### config.mk
export PLATFORM = sky130hd
export DESIGN_NAME = chan_autotrig
export DESIGN_NICKNAME = d
export VERILOG_FILES = /design/src/rtl/atg_pkg.sv /design/src/rtl/atg_quartet_cmp.sv /design/src/rtl/atg_persist.sv /design/src/rtl/atg_popcount.sv /design/src/rtl/chan_autotrig.sv
export SDC_FILE = /design/constraint.sdc
export NUM_CORES = 1
export LEC_CHECK = 0
export BUFFER_PORTS_ARGS = -buffer_cell sky130_fd_sc_hd__buf_4
export CORE_AREA = 2 2 260 262
export DETAILED_ROUTE_END_ITERATION = 12
export DIE_AREA = 0 0 262 264
export SLEW_MARGIN = 20
export SYNTH_ARGS = -nofsm -noshare
export SYNTH_HDL_FRONTEND = slang
export SYNTH_SLANG_ARGS = --single-unit
### constraint.sdc
create_clock -name clk -period 3.7 [get_ports clk]
set_input_delay 0.185 -clock clk [delete_from_list [all_inputs] [get_ports clk]]
set_output_delay 0.185 -clock clk [all_outputs]
set_load 0.05 [all_outputs]
### src/rtl/atg_pkg.sv
package atg_pkg;
  localparam int QUAD = 4;
endpackage

### src/rtl/atg_quartet_cmp.sv
module atg_quartet_cmp
  import atg_pkg::*;
#(
  parameter int SAMP_W = 14
) (
  input  logic [QUAD*SAMP_W-1:0] quartet,
  input  logic [SAMP_W-1:0]      level,
  input  logic                   up,
  output logic                   pass
);
  logic [QUAD-1:0] beyond;

  for (genvar k = 0; k < QUAD; k++) begin : g_slot
    logic [SAMP_W-1:0] s;
    assign s = quartet[k*SAMP_W +: SAMP_W];
    assign beyond[k] = up ? (s > level) : (s < level);
  end

  assign pass = |beyond;
endmodule

### src/rtl/atg_persist.sv
module atg_persist #(
  parameter int PER_W = 8
) (
  input  logic             clk,
  input  logic             rst_n,
  input  logic             acc,
  input  logic             en,
  input  logic             pass,
  input  logic [PER_W-1:0] nth,
  output logic             trig,
  output logic             over
);
  logic [PER_W-1:0] run_q;
  logic             armed_q;
  logic [PER_W-1:0] need;
  logic [PER_W-1:0] run_nx;
  logic             hit;

  assign need   = (nth == '0) ? PER_W'(1) : nth;
  assign run_nx = (run_q < need) ? run_q + PER_W'(1) : run_q;
  assign hit    = armed_q && (run_nx >= need);

  always_ff @(posedge clk or negedge rst_n) begin
    if (!rst_n) begin
      run_q   <= '0;
      armed_q <= 1'b1;
      over    <= 1'b0;
      trig    <= 1'b0;
    end else if (!acc) begin
      trig <= 1'b0;
    end else if (!en || !pass) begin
      run_q   <= '0;
      armed_q <= 1'b1;
      over    <= 1'b0;
      trig    <= 1'b0;
    end else begin
      run_q <= run_nx;
      over  <= 1'b1;
      trig  <= hit;
      if (hit) armed_q <= 1'b0;
    end
  end

  p_single_pulse_r6: assert property (@(posedge clk) disable iff (!rst_n)
    trig |=> !trig);
  p_pulse_with_flag_r3: assert property (@(posedge clk) disable iff (!rst_n)
    trig |-> over);
  p_fail_clears_r4: assert property (@(posedge clk) disable iff (!rst_n)
    (acc && !pass) |=> (!trig && !over));
  p_disabled_quiet_r7: assert property (@(posedge clk) disable iff (!rst_n)
    (acc && !en) |=> (!trig && !over));
  p_idle_hold_r2: assert property (@(posedge clk) disable iff (!rst_n)
    !acc |=> ($stable(over) && !trig));
endmodule

### src/rtl/atg_popcount.sv
module atg_popcount #(
  parameter int N = 8,
  localparam int OW = $clog2(N + 1)
) (
  input  logic [N-1:0]  bits,
  output logic [OW-1:0] count
);
  always_comb begin
    count = '0;
    for (int i = 0; i < N; i++) count = count + OW'(bits[i]);
  end
endmodule

### src/rtl/chan_autotrig.sv
module chan_autotrig
  import atg_pkg::*;
#(
  parameter int NUM_CH = 8,
  parameter int SAMP_W = 14,
  parameter int PER_W  = 8,
  localparam int CW    = $clog2(NUM_CH + 1)
) (
  input  logic                          clk,
  input  logic                          rst_n,
  input  logic                          smp_valid,
  output logic                          smp_ready,
  input  logic [NUM_CH*QUAD*SAMP_W-1:0] smp_data,
  input  logic [NUM_CH*SAMP_W-1:0]      thresh,
  input  logic [NUM_CH*PER_W-1:0]       persist_n,
  input  logic [NUM_CH-1:0]             dir_up,
  input  logic [NUM_CH-1:0]             ch_enable,
  output logic [NUM_CH-1:0]             trig_pulse,
  output logic [NUM_CH-1:0]             over_flag,
  output logic [CW-1:0]                 over_count
);
  localparam int QW = QUAD * SAMP_W;

  logic [NUM_CH-1:0] pass;
  logic [NUM_CH-1:0] over_q;

  assign smp_ready = 1'b1;

  for (genvar c = 0; c < NUM_CH; c++) begin : g_ch
    atg_quartet_cmp #(.SAMP_W(SAMP_W)) u_cmp (
      .quartet (smp_data[c*QW +: QW]),
      .level   (thresh[c*SAMP_W +: SAMP_W]),
      .up      (dir_up[c]),
      .pass    (pass[c])
    );

    atg_persist #(.PER_W(PER_W)) u_per (
      .clk   (clk),
      .rst_n (rst_n),
      .acc   (smp_valid),
      .en    (ch_enable[c]),
      .pass  (pass[c]),
      .nth   (persist_n[c*PER_W +: PER_W]),
      .trig  (trig_pulse[c]),
      .over  (over_q[c])
    );
  end

  assign over_flag = over_q & ch_enable;

  atg_popcount #(.N(NUM_CH)) u_cnt (
    .bits  (over_flag),
    .count (over_count)
  );

  p_count_match_r8: assert property (@(posedge clk) disable iff (!rst_n)
    int'(over_count) == $countones(over_flag));
  p_count_bound_r8: assert property (@(posedge clk) disable iff (!rst_n)
    int'(over_count) <= NUM_CH);
  p_pulse_after_beat_r6: assert property (@(posedge clk) disable iff (!rst_n)
    (trig_pulse != '0) |-> $past(smp_valid));
endmodule

# Yosys cells after proc, flatten, opt, wreduce, memory -nomap -nowiden
# Index checks and enable logic that the tools add are counted.
dict set report classes {
  n_addsub 15
  n_lt_le_gt_ge 80
  n_mux 96
  bitwise_logic 1
  reduce_logical 64
}
# op count
set ops {}
lappend ops {{$gt 14x14->1} 32}
lappend ops {{$lt 14x14->1} 32}
lappend ops {{$mux 8} 24}
lappend ops {{$mux 1} 72}
lappend ops {{$add 8x1->8 const B} 8}
lappend ops {{$ge 8x8->1} 8}
lappend ops {{$logic_not 8->1} 8}
lappend ops {{$lt 8x8->1} 8}
lappend ops {{$reduce_or 4->1} 8}
lappend ops {{$add 4x1->4} 6}
lappend ops {{$logic_not 1->1} 16}
lappend ops {{$reduce_and 2->1} 8}
lappend ops {{$reduce_bool 2->1} 8}
lappend ops {{$and 8x8->8} 1}
lappend ops {{$logic_and 1x1->1} 8}
lappend ops {{$logic_or 1x1->1} 8}
lappend ops {{$add 1x1->2} 1}
dict set report totals {
  ff_bits 88
  input_bits 643
  out_inout_bits 21
  wordCells 288
}

# Depth between registers and ports, before layout
dict set report logic_depth {
  word_depth 8
  depth_mapped 19
  mapped_depth_nobuf 17
}

# Modules after synthesis
# From an unflattened synthesis, not the netlist that was laid out.
dict set report hier_totals {
  cells_unflattened 2394
  hier_area_um2 19149.6
}
# mod instances cells_each area_per_inst_um2 seq_area_each_um2
set by_module_without_submodules {}
lappend by_module_without_submodules {atg_quartet_cmp 8 170 1277.5 0.0}
lappend by_module_without_submodules {atg_persist 8 125 1084.8 276.5}
lappend by_module_without_submodules {atg_popcount 1 24 190.2 0.0}
lappend by_module_without_submodules {chan_autotrig 1 10 61.3 0.0}

# Least setup slack after synthesis
# Ideal clock, no wire load.
dict set report synth_path {
  path_type {reg-to-output}
  startpoint {register g_ch[0].u_per.over}
  endpoint {output over_count[2]}
  arrival_time_ps 3798
  required_ps 3515
  slack_ps -283
  path_stages_with_launch 12
  n_path_buf 0
  cell_sequence {dfrtp_1 -> inv_1 -> nor2_1 -> ha_1 -> inv_1 -> fa_1 -> fa_1 -> inv_1 -> fa_1 -> inv_1 -> fa_1 -> xnor2_1}
}
dict set report synth_between {
  elab_chain_cells 8
}
# element line_no
set synth_rtl {}
lappend synth_rtl {{start, declared} atg_persist.sv:11} ;# output logic over
lappend synth_rtl {{start signal, assigned} atg_persist.sv:27} ;# over <= 1'b0;
lappend synth_rtl {{start signal, assigned} atg_persist.sv:34} ;# over <= 1'b0;
lappend synth_rtl {{start signal, assigned} atg_persist.sv:38} ;# over <= 1'b1;
lappend synth_rtl {{$and 8x8->8} chan_autotrig.sv:49} ;# assign over_flag = over_q & ch_enable;
lappend synth_rtl {{net over_flag[0]} chan_autotrig.sv:19} ;# output logic [NUM_CH-1:0] over_flag,
lappend synth_rtl {{$add 1x1->2} atg_popcount.sv:10} ;# for (int i = 0; i < N; i++) count = count + OW'(bits[i]);
lappend synth_rtl {{$add 4x1->4 (6 in series)} atg_popcount.sv:10}
lappend synth_rtl {{end, declared} chan_autotrig.sv:20} ;# output logic [CW-1:0] over_count
# The timed path passes the listed nets, and every way through them passes these cells.

# Final worst setup path
dict set report layout_path {
  startpoint {register g_ch[1].u_per.over}
  endpoint {output over_count[1]}
}
dict set report layout_between {
  elab_chain_cells 8
}
# element line_no
set layout_rtl {}
lappend layout_rtl {{start, declared} atg_persist.sv:11}
lappend layout_rtl {{start signal, assigned} atg_persist.sv:27}
lappend layout_rtl {{start signal, assigned} atg_persist.sv:34}
lappend layout_rtl {{start signal, assigned} atg_persist.sv:38}
lappend layout_rtl {{$and 8x8->8} chan_autotrig.sv:49}
lappend layout_rtl {{$add 1x1->2} atg_popcount.sv:10}
lappend layout_rtl {{$add 4x1->4 (6 in series)} atg_popcount.sv:10}
# No other way between the ends.

==> run metrics <==
Nets=about 4,200; post-synthesis sequential element count=88; Routability Congestion=between 0.9 and 1; Arr. time, crit path=about 3.3 ns; sequential share of power=0.238; worst setup margin=0.196 ns; Residual DRC=0; CP max stage delay=~0.49 ns; Worst-Margin Slew=between 0.7 and 0.8 ns; Post-synth ARST share=1.00; LEAKAGE=roughly 14 nW; combinational share of power=0.561; clock skew=approximately 0.0085 ns; Final Cycle Share=0.947; buffers and inverters on the worst path=5; Area Overhead vs Synth=34.2%; WP data required=3.51 ns; DR vias=about 19,000; Post-synth EDFFs=0; share of layout cells above drive strength 1=0.249; Post-Syn Instances=roughly 2,300; Initial DRC Count=about 760; routed len/inst=about 17 µm; drt pass-1 iters=5; I/O pins=~660; Die Span Y=between 200 and 300 µm; CP Class=flip-flop to output port; Max VDD drop=around 0.23 mV; Cells after DPL=3,844; Pint=around 0.0029 W; switching pwr=around 0.0019 W; most used cell, CP=inv_1; global-route wire length before repair=between 100,000 and 150,000 µm; PortBufs=662; post-synthesis sequential area ratio=0.118; Ys Warns=0; Crit path max-delay family=adder cells; CP Launch Type=flip-flop; setup violators final=0; status=finished, final reports clean; die area=between 0.06 and 0.07 mm²; clock buffer depth=2; vias in the first global route=approximately 19,000; clock transition at the registers of the reported paths=about 0.070 ns; Tot Pwr=0.00483 W; root buffer cell=clkbuf_16; Max Freq=285 MHz; Area after DPL=around 0.025 mm²; Syn Std Cell Area=0.0187 mm²; Die X=roughly 260 µm; Final Slew Violations=0; worst hold-check path type=primary input to flip-flop; worst rel slew slack=0.519; pin count of the biggest net entering global routing=52; switching part of the total power=0.397; CTS Sinks=between 80 and 90; finished layout cell area=0.0251 mm²; Synthesized Nets=3,552; hold slack=between 0.1 and 0.15 ns; total congestion overflow=0; clk_lat worst skew=0.37 ns; initial antenna violation count=1; Total GRT Usage=0.183; Top FF cell, synth=dfrtp_1; Crit. End Element=output port; Clock Power Share=0.201; initial core utilization=0.281; Slowest-stage cell, CP=fa_1; vias per cell=~5; hpwl dp=about 58,000 µm; pwr dens=roughly 190 mW/mm²; MaxCap Viol Count=0; CORE AREA=0.0666 mm²; CTS tree=built; routed wire length=between 60,000 and 70,000 µm; synth unique cells=between 80 and 90; Final Hold Viols=0; CP cell instances=and2_4, ha_1, inv_1, fa_1, fa_1, inv_1, fa_2, inv_1, fa_2, inv_2, buf_12; Tmin final=between 3 and 4 ns; Crit Path Max Fanout=2; H-tree lvl count=3; FP Rows=95; pre-CTS setup slack=0.292 ns; CTS Buf Count=9; post-route ant nets=0; syn avg cell area=roughly 8 µm²; Layout Cells excl Fill=just under 4,000
==> placed cells by master, fill, tap and decap left out, types with 11 or more instances in the layout <==
master	n
and4_1	17
nand2b_1	36
nor2b_1	14
nand4_1	91
a21oi_1	245
o21a_1	20
nor2_1	91
a211oi_1	19
a21boi_0	22
buf_4	679
nand2_1	184
ha_1	579
inv_1	298
dfrtp_1	80
a211o_1	11
o22ai_1	19
a41o_1	12
xor2_1	22
o31ai_1	25
xnor2_1	38
nor3_1	34
nor4_1	22
a21o_1	68
and3_1	17
nand3_1	76
o21ai_0	80
==> power by group through the flow <==
stage / clock network (W) / logic [W] / registers, W
6_report: 0.000970 / 0.00271 / 0.00115
4_1_cts: 0.00104 / 0.00272 / 0.00115
5_1_grt: 0.00107 / 0.00309 / 0.00116
2_1_floorplan: 0 / 0.00160 / 0.00113
3_3_place_gp: 0 / 0.00266 / 0.00116
3_5_place_dp: 0 / 0.00269 / 0.00116
==> cells by family after synthesis <==
logic type,after synthesis,share of synthesized area
xor gates and xnor gates,61,0.0285
and+or+nand+nor,625,0.170
other,1,0.000200
muxes,11,0.00635
DFF,88,0.118
AOI/OAI and AO/OA,624,0.216
adders and majority gates,583,0.391
buffers and inverters,333,0.0690
==> registers in the layout (all words and copies together), names as in the netlist <==
register and cells:
g_ch.u_per.run_q 64, g_ch.u_per.over 8, g_ch.u_per.armed_q 8, g_ch.u_per.trig 8
==> worst reg2reg max path: cells and delay by family (launching register included) <==
kind / cells / cell delay (ns)
compound gates: 10 / 1.87
fa+ha+maj: 2 / 0.59
buf+inv: 1 / 0.15
flops: 1 / 0.43
simple gates: 3 / 0.28
==> Yosys cell counts, drive strengths merged (11+ instances only) <==
cell type,count,area (µm²)
a21o,68,510
a211oi,19,143
inv,300,1130
nor2b,14,87.6
o211ai,11,87.6
nand2,185,697
a21boi,24,180
nor4,23,150
a21oi,249,1270
a211o,11,96.3
ha,579,7240
clkbuf,16,60.1
nand4,92,582
xor2,22,193
nor3,34,170
xnor2,39,342
o21ai,86,445
buf,17,105
nor2,92,345
nand3,77,398
o21a,20,150
and4,17,149
o31ai,26,209
a41o,12,120
o22ai,19,119
and3,17,106
dfrtp,80,2000
nand2b,37,239
==> layout make-up <==
type                    instances  area (µm²)
clock buffers                  10         229
well taps                     873        1090
fillers                      6969       41400
diodes                          1        2.50
inverters                     300        1130
clock inverters                 6        68.8
multi-input cells            1905       15200
repair buffers                682        5140
flip-flops and latches         88        2210
==> routing by layer <==
metal  global-route usage  routed length [µm]  up-vias
met5                    0                   0        -
met4               0.0563                1830        0
met3               0.0389                4070       70
met2                0.339               32500      487
met1                0.208               27000     8522
li1                     -                   -     9915
==> final timing paths <==
path	start	endpoint	slack [ns]	cells past startpoint
max in group asynchronous	rst_n	g_ch[3].u_per.armed_q$_DFFE_PN1P_	2.57	3
worst max-delay path	g_ch[1].u_per.over$_DFFE_PN0P_	over_count[1]	0.20	11
min in group asynchronous	rst_n	g_ch[7].u_per.run_q[1]$_DFFE_PN0P_	0.27	2
worst max register to register	g_ch[0].u_per.run_q[5]$_DFFE_PN0P_	g_ch[0].u_per.armed_q$_DFFE_PN1P_	0.31	16
worst min register to register	g_ch[4].u_per.armed_q$_DFFE_PN1P_	g_ch[4].u_per.armed_q$_DFFE_PN1P_	0.47	2
worst min-delay path	ch_enable[5]	g_ch[5].u_per.run_q[3]$_DFFE_PN0P_	0.14	2
==> metrics by stage <==
stage | setup TNS (ns) | util
6_report | 0 | 0.377
3_5_place_dp | 0 | 0.372
3_3_place_gp | 0 | 0.372
2_1_floorplan | 0 | -
4_1_cts | 0 | 0.377
5_1_grt | -0.0331 | 0.377
==> repair_timing <==
action                     in CTS  in global routing
pin swaps                       1                  2
gates cloned                    0                  0
resized for setup               3                  7
setup endpoints to repair       2                  4
hold endpoints to repair       23                  0
buffers inserted                0                  3
hold buffers                    1                  0
(Power assumes the default switching activity.)
